**config.mk**
```make
export PLATFORM = sky130hd
export DESIGN_NAME = pcm_out_chan
export DESIGN_NICKNAME = d
export VERILOG_FILES = /design/src/rtl/pcm_out_pkg.sv /design/src/rtl/pcm_word_fifo.sv /design/src/rtl/pcm_slot_fmt.sv /design/src/rtl/pcm_dma_ctrl.sv /design/src/rtl/pcm_out_chan.sv
export SDC_FILE = /design/constraint.sdc
export NUM_CORES = 1
export LEC_CHECK = 0
export BUFFER_PORTS_ARGS = -buffer_cell sky130_fd_sc_hd__buf_4
export CAP_MARGIN = 25
export CORE_UTILIZATION = 65
export DETAILED_ROUTE_END_ITERATION = 8
export GPL_TIMING_DRIVEN = 0
export PLACE_DENSITY = 0.84
export SLEW_MARGIN = 20
export SYNTH_ARGS = -nofsm -noshare
export SYNTH_HDL_FRONTEND = slang
export SYNTH_SLANG_ARGS = --single-unit
```
**constraint.sdc**
```tcl
create_clock -name clk -period 17 [get_ports clk]
set_input_delay 2.55 -clock clk [delete_from_list [all_inputs] [get_ports clk]]
set_output_delay 2.55 -clock clk [all_outputs]
set_load 0.01 [all_outputs]
```
**src/rtl/pcm_out_pkg.sv**
```systemverilog
package pcm_out_pkg;

  // DMA handshake states
  typedef enum logic [1:0] {
    DMA_IDLE = 2'd0,
    DMA_ASK  = 2'd1,
    DMA_COOL = 2'd2
  } dma_st_t;

  // Words moved per service event for a given FIFO depth
  function automatic int burst_for(input int depth);
    return depth;
  endfunction

endpackage

```
**src/rtl/pcm_word_fifo.sv**
```systemverilog
module pcm_word_fifo #(
  parameter int DEPTH  = 8,
  parameter int WORD_W = 32,
  localparam int AW    = $clog2(DEPTH)
) (
  input  logic              clk,
  input  logic              rst_n,
  input  logic              flush,
  input  logic              push,
  input  logic              pop,
  input  logic [WORD_W-1:0] wdata,
  output logic [WORD_W-1:0] head,
  output logic [AW:0]       count
);

  localparam logic [AW:0] DEPTH_C = (AW+1)'(DEPTH);

  logic [AW-1:0]     wr_ptr_q, wr_ptr_nx;
  logic [AW-1:0]     rd_ptr_q, rd_ptr_nx;
  logic [AW:0]       cnt_q, cnt_nx;
  logic [WORD_W-1:0] cells [DEPTH];

  // storage: one register per entry, write enable decoded from the pointer
  for (genvar i = 0; i < DEPTH; i++) begin : g_cell
    logic [WORD_W-1:0] cell_q;
    logic              cell_we;
    assign cell_we = push && !flush && (wr_ptr_q == AW'(i));
    always_ff @(posedge clk or negedge rst_n) begin
      if (!rst_n)       cell_q <= '0;
      else if (cell_we) cell_q <= wdata;
    end
    assign cells[i] = cell_q;
  end

  always_comb begin
    wr_ptr_nx = wr_ptr_q;
    rd_ptr_nx = rd_ptr_q;
    cnt_nx    = cnt_q;
    if (flush) begin
      wr_ptr_nx = '0;
      rd_ptr_nx = '0;
      cnt_nx    = '0;
    end else begin
      if (push) wr_ptr_nx = wr_ptr_q + 1'b1;
      if (pop)  rd_ptr_nx = rd_ptr_q + 1'b1;
      case ({push, pop})
        2'b10:   cnt_nx = cnt_q + 1'b1;
        2'b01:   cnt_nx = cnt_q - 1'b1;
        default: cnt_nx = cnt_q;
      endcase
    end
  end

  always_ff @(posedge clk or negedge rst_n) begin
    if (!rst_n) begin
      wr_ptr_q <= '0;
      rd_ptr_q <= '0;
      cnt_q    <= '0;
    end else begin
      wr_ptr_q <= wr_ptr_nx;
      rd_ptr_q <= rd_ptr_nx;
      cnt_q    <= cnt_nx;
    end
  end

  assign head  = cells[rd_ptr_q];
  assign count = cnt_q;

  // occupancy never exceeds the depth (full writes are dropped upstream)
  p_count_bound_r4: assert property (@(posedge clk) disable iff (!rst_n)
    cnt_q <= DEPTH_C);

  // a flush leaves the FIFO empty
  p_flush_empty_r9: assert property (@(posedge clk) disable iff (!rst_n)
    flush |=> (cnt_q == '0));

endmodule

```
**src/rtl/pcm_slot_fmt.sv**
```systemverilog
module pcm_slot_fmt #(
  parameter int SAMPLE_W = 16,
  parameter int PAD_W    = 4,
  localparam int WORD_W  = 2 * SAMPLE_W,
  localparam int SLOT_W  = SAMPLE_W + PAD_W
) (
  input  logic              clk,
  input  logic              rst_n,
  input  logic              en,
  input  logic              slot_req,
  input  logic              empty,
  input  logic [WORD_W-1:0] head,
  output logic              pop,
  output logic [SLOT_W-1:0] slot_data,
  output logic              underrun
);

  logic              half_q, half_nx;
  logic [SLOT_W-1:0] slot_q, slot_nx;
  logic              und_q, und_nx;
  logic              take;
  logic [SAMPLE_W-1:0] sample;

  assign take   = slot_req && en && !empty;
  assign sample = half_q ? head[WORD_W-1:SAMPLE_W] : head[SAMPLE_W-1:0];
  assign pop    = take && half_q;

  always_comb begin
    half_nx = half_q;
    slot_nx = slot_q;
    und_nx  = slot_req && en && empty;
    if (!en)       half_nx = 1'b0;
    else if (take) half_nx = !half_q;
    if (slot_req) begin
      if (take) slot_nx = {sample, {PAD_W{1'b0}}};
      else      slot_nx = '0;
    end
  end

  always_ff @(posedge clk or negedge rst_n) begin
    if (!rst_n) begin
      half_q <= 1'b0;
      slot_q <= '0;
      und_q  <= 1'b0;
    end else begin
      half_q <= half_nx;
      slot_q <= slot_nx;
      und_q  <= und_nx;
    end
  end

  assign slot_data = slot_q;
  assign underrun  = und_q;

  // starved request yields a zero slot and an underrun pulse
  p_underrun_zero_r5: assert property (@(posedge clk) disable iff (!rst_n)
    (slot_req && en && empty) |=> (slot_data == '0 && underrun));

  // pad bits are always zero
  p_zero_pad_r3: assert property (@(posedge clk) disable iff (!rst_n)
    slot_data[PAD_W-1:0] == '0);

  // a disabled channel answers requests quietly
  p_disabled_quiet_r9: assert property (@(posedge clk) disable iff (!rst_n)
    (slot_req && !en) |=> (slot_data == '0 && !underrun));

endmodule

```
**src/rtl/pcm_dma_ctrl.sv**
```systemverilog
module pcm_dma_ctrl #(
  parameter int DEPTH = 8,
  parameter int BURST = 8,
  localparam int AW   = $clog2(DEPTH)
) (
  input  logic        clk,
  input  logic        rst_n,
  input  logic        en,
  input  logic [AW:0] count,
  input  logic        dma_ack,
  output logic        room,
  output logic        dma_req
);

  import pcm_out_pkg::*;

  localparam logic [AW:0] DEPTH_C = (AW+1)'(DEPTH);
  localparam logic [AW:0] BURST_C = (AW+1)'(BURST);

  dma_st_t     st_q, st_nx;
  logic [AW:0] free_w;

  assign free_w = DEPTH_C - count;
  assign room   = en && (free_w >= BURST_C);

  always_comb begin
    st_nx = st_q;
    case (st_q)
      DMA_IDLE: if (room) st_nx = DMA_ASK;
      DMA_ASK: begin
        if (!en)          st_nx = DMA_IDLE;
        else if (dma_ack) st_nx = DMA_COOL;
      end
      DMA_COOL: st_nx = DMA_IDLE;
      default:  st_nx = DMA_IDLE;
    endcase
  end

  always_ff @(posedge clk or negedge rst_n) begin
    if (!rst_n) st_q <= DMA_IDLE;
    else        st_q <= st_nx;
  end

  assign dma_req = (st_q == DMA_ASK);

  // acknowledge drops the request for at least one cycle
  p_ack_drop_r8: assert property (@(posedge clk) disable iff (!rst_n)
    (dma_req && dma_ack) |=> !dma_req);

  // request holds until acknowledged or disabled
  p_req_hold_r7: assert property (@(posedge clk) disable iff (!rst_n)
    (dma_req && !dma_ack && en) |=> dma_req);

  // a new request needs room seen the cycle before
  p_rise_room_r8: assert property (@(posedge clk) disable iff (!rst_n)
    $rose(dma_req) |-> $past(room));

endmodule

```
**src/rtl/pcm_out_chan.sv**
```systemverilog
module pcm_out_chan #(
  parameter int DEPTH    = 8,
  parameter int SAMPLE_W = 16,
  parameter int PAD_W    = 4,
  localparam int WORD_W  = 2 * SAMPLE_W,
  localparam int SLOT_W  = SAMPLE_W + PAD_W,
  localparam int AW      = $clog2(DEPTH),
  localparam int BURST   = pcm_out_pkg::burst_for(DEPTH)
) (
  input  logic              clk,
  input  logic              rst_n,
  input  logic              chan_en,
  input  logic              wr_en,
  input  logic [WORD_W-1:0] wr_data,
  input  logic              slot_req,
  output logic [SLOT_W-1:0] slot_data,
  output logic              underrun,
  output logic              overrun,
  output logic              room_flag,
  output logic              dma_req,
  input  logic              dma_ack
);

  localparam logic [AW:0] DEPTH_C = (AW+1)'(DEPTH);

  // reset: asserted asynchronously, released on the clock
  logic [1:0] rsync_q;
  logic       rst_core_n;
  always_ff @(posedge clk or negedge rst_n) begin
    if (!rst_n) rsync_q <= '0;
    else        rsync_q <= {rsync_q[0], 1'b1};
  end
  assign rst_core_n = rsync_q[1];

  logic [AW:0]       count;
  logic [WORD_W-1:0] head;
  logic              full, empty, push, pop, flush;
  logic              ovr_q, ovr_nx;

  assign full  = (count == DEPTH_C);
  assign empty = (count == '0);
  assign flush = !chan_en;
  assign push  = wr_en && chan_en && !full;

  always_comb ovr_nx = wr_en && chan_en && full;

  always_ff @(posedge clk or negedge rst_core_n) begin
    if (!rst_core_n) ovr_q <= 1'b0;
    else             ovr_q <= ovr_nx;
  end
  assign overrun = ovr_q;

  pcm_word_fifo #(.DEPTH(DEPTH), .WORD_W(WORD_W)) u_fifo (
    .clk   (clk),
    .rst_n (rst_core_n),
    .flush (flush),
    .push  (push),
    .pop   (pop),
    .wdata (wr_data),
    .head  (head),
    .count (count)
  );

  pcm_slot_fmt #(.SAMPLE_W(SAMPLE_W), .PAD_W(PAD_W)) u_fmt (
    .clk       (clk),
    .rst_n     (rst_core_n),
    .en        (chan_en),
    .slot_req  (slot_req),
    .empty     (empty),
    .head      (head),
    .pop       (pop),
    .slot_data (slot_data),
    .underrun  (underrun)
  );

  pcm_dma_ctrl #(.DEPTH(DEPTH), .BURST(BURST)) u_dma (
    .clk     (clk),
    .rst_n   (rst_core_n),
    .en      (chan_en),
    .count   (count),
    .dma_ack (dma_ack),
    .room    (room_flag),
    .dma_req (dma_req)
  );

  // a write into a full FIFO is reported next cycle
  p_overrun_flag_r4: assert property (@(posedge clk) disable iff (!rst_core_n)
    (wr_en && chan_en && full) |=> overrun);

  // nothing is flagged on a cycle after a disabled edge
  p_quiet_off_r9: assert property (@(posedge clk) disable iff (!rst_core_n)
    !chan_en |=> (!overrun && !underrun));

endmodule

```
==> flow_metrics.py <==
metrics = {
    "status": {
        "status": "finished clean",
    },
    "die": {
        "rows": 52,
        "die_h_microns": 146,
        "start_util": 0.665,
        "die_area_sq_um": 21300,
        "die_w_microns": 146,
        "core_area_sq_um": 20300,
        "ios": 62,
    },
    "synthesis": {
        "synth-edff-count": 0,
        "synth_flop_cell": "dfrtp_1",
        "synth_top_area_frac": 0.536,
        "synth-seq-area-share": 0.536,
        "netlist_area_sq_um": 13500,
        "synth_seq_cells": 289,
        "yosysMostFrequentCell": "dfrtp_1",
        "synth_cell_types": 40,
        "synth_cells": 833,
        "syn-mean-instance-area_sq_um": 16.2,
        "yosysWarnings": 0,
        "synth_area_leaders": "dfrtp_1, mux2_2, mux4_2, mux2_4, mux2_1",
        "synth_common_cells": "dfrtp_1, mux2_2, mux2_4",
        "synth-async-reset-ratio": 1.00,
        "yosys.area.top_type": "dfrtp_1",
    },
    "detailed_routing": {
        "totalWireLength_microns": 30900,
        "viasPerCell": 6.29,
        "dr.pass1.iters": 5,
        "vias": 7695,
        "drc_errors": 0,
        "drt-initial-drc-count": 468,
        "wire_per_inst_microns": 25.2,
        "ant_nets": 0,
    },
    "placement": {
        "place_hpwl_microns": 20300,
        "portBuffers": 55,
        "place_congestion": 0.859,
    },
    "sta": {
        "fin_crit_sh": 0.355,
        "max-slew-margin-rel": 0.354,
        "worst_slew_pin_slew_ns": 0.969,
        "min_period_ns": 6.03,
        "clock_skew_ns": 0.0106,
        "finalMaxSlewViolations": 0,
        "rsz0062_at_grt": "no",
        "max_freq_mhz": 166,
        "fin_setup_tns_ns": 0,
        "setup_violations": 0,
        "finalHoldViolCount": 0,
    },
    "power_and_ir_drop": {
        "power_density_nw_per_um2": 130,
        "p_total_w": 0.00201,
        "vdd_ir_drop_max_mv": 0.0894,
        "power_leakage_nw": 7.25,
    },
    "job": {
        "maxCapViolations": 0,
    },
    "clocking": {
        "root_buffer": "clkbuf_16",
        "numCtsBuffers": 30,
        "clkTransAtPathRegs_ns": 0.05,
        "ctsLongestPathBuffers": 3,
        "clkSinkCount": 289,
        "cts_tree": "yes",
        "clkLatencyLatePin_ns": 0.55,
        "cts_max_level": 1,
        "holdBufCountCts": 0,
        "cts_resized": 0,
        "cts_setup_buffers": 0,
    },
    "setup_path": {
        "worst_setup_path_end_kind": "output port",
        "arrival_ns": 3.48,
        "setup.worst_path.start_class": "input pin",
        "cp_max_fo": 10,
        "cp.required_ns": 14.45,
        "path_class": "input pin to output port",
    },
    "finish": {
        "nNetsFinal": 977,
        "antenna_cells": 0,
        "fill_cells": 1170,
        "drive_gt1_frac": 0.500,
        "syn_to_final_growth_pct": 15.0,
    },
    "global_route": {
        "grt_pass1_wl_microns": 48900,
        "grt_pass1_vias": 8423,
        "grt_max_degree": 62,
        "grt.overflow.total": 0,
        "antenna_found_initial": 0,
        "track_usage": 0.302,
    },
    "min_path": {
        "hold_class": "flop to flop",
    },
}
## state kept, by name, summed over array words and instances, names as in the netlist
name                  flops
overrun                   1
rsync_q                   2
u_dma.st_q                2
u_fifo.count              4
u_fifo.g_cell.cell_q    256
u_fifo.rd_ptr_q           3
u_fifo.wr_ptr_q           3
u_fmt.half_q              1
u_fmt.slot_data          16
u_fmt.underrun            1
## power breakdown
| part | total [W] | switching [W] | internal, W |
|---|---|---|---|
| sequential | 0.000915 | 0.0000856 | 0.000829 |
| clock | 0.000726 | 0.000272 | 0.000454 |
| combinational | 0.000370 | 0.000131 | 0.000239 |
| total | 0.00201 | 0.000489 | 0.00152 |
## logic make-up after synthesis
kind of cell	share of synthesized area
buf+inv	0.0330
simple gates	0.0267
compound gates	0.0214
flops	0.536
mux	0.371
xor+xnor	0.00389
other cells	0.000556
fa+ha+maj	0.00742
## metrics by stage
stage	util	hold WS, ns	cell area [sq um]	setup WS [ns]	cells
CTS	0.763	0.354	15500	10.97	1222
finish	0.765	0.350	15500	10.97	1224
global placement	0.703	0.338	14300	6.22	1161
global route	0.765	0.356	15500	10.86	1224
floorplan	-	0.331	13500	8.35	836
detailed placement	0.709	0.342	14400	10.98	1167
## critical path, cell delays in order
cell	delay [ns]
clkbuf_1	0.31
inv_1	0.25
a21oi_1	0.21
buf_4	0.15
## routing by layer
| layer | GRT usage | up-vias | share of wire |
|---|---|---|---|
| met3 | 0.0534 | 64 | 0.056 |
| met5 | 0 | - | 0 |
| met4 | 0.0802 | 0 | 0.024 |
| met2 | 0.520 | 239 | 0.51 |
| met1 | 0.399 | 4110 | 0.41 |
| li1 | - | 3282 | - |
## cell type report
class	count	area (sq um)	share of cell area
inverter	6	22.5	0.00145
clock inverter	14	230	0.0148
buffer	61	423	0.0272
sequential	289	7240	0.466
tap	270	338	0.0218
timing repair buffer	63	556	0.0358
multi-input combinational	480	5830	0.376
clock buffer	41	883	0.0569
## cells in the final DEF, fill, tap and decap left out, types with 5 or more instances in the layout
| cell | n |
|---|---|
| a21oi_1 | 18 |
| buf_1 | 5 |
| buf_2 | 12 |
| buf_4 | 65 |
| buf_6 | 21 |
| bufinv_16 | 6 |
| clkbuf_1 | 19 |
| clkbuf_16 | 31 |
| clkbuf_8 | 7 |
| clkinv_2 | 5 |
| conb_1 | 5 |
| dfrtp_1 | 288 |
| ha_1 | 8 |
| inv_1 | 6 |
| mux2_1 | 20 |
| mux2_2 | 162 |
| mux2_4 | 90 |
| mux2i_1 | 17 |
| mux4_2 | 64 |
| nand2_1 | 9 |
| nand3_1 | 6 |
| nor2_1 | 9 |
| nor2b_1 | 18 |
| o31ai_1 | 18 |
## final timing paths
path,startpoint,endpoint,slack [ns],cells after the start
min in group asynchronous,rsync_q[1],u_fifo.g_cell[3].cell_q[16],0.39,0
worst min-delay path,rsync_q[0],rsync_q[1],0.35,0
worst max-delay path,chan_en,room_flag,10.97,4
worst min register to register,rsync_q[0],rsync_q[1],0.35,0
worst max register to register,u_fifo.rd_ptr_q[1],u_fmt.slot_data[9],14.14,5
max in group asynchronous,rst_n,rsync_q[1],15.12,1
Power figures use the tool's default switching activity.
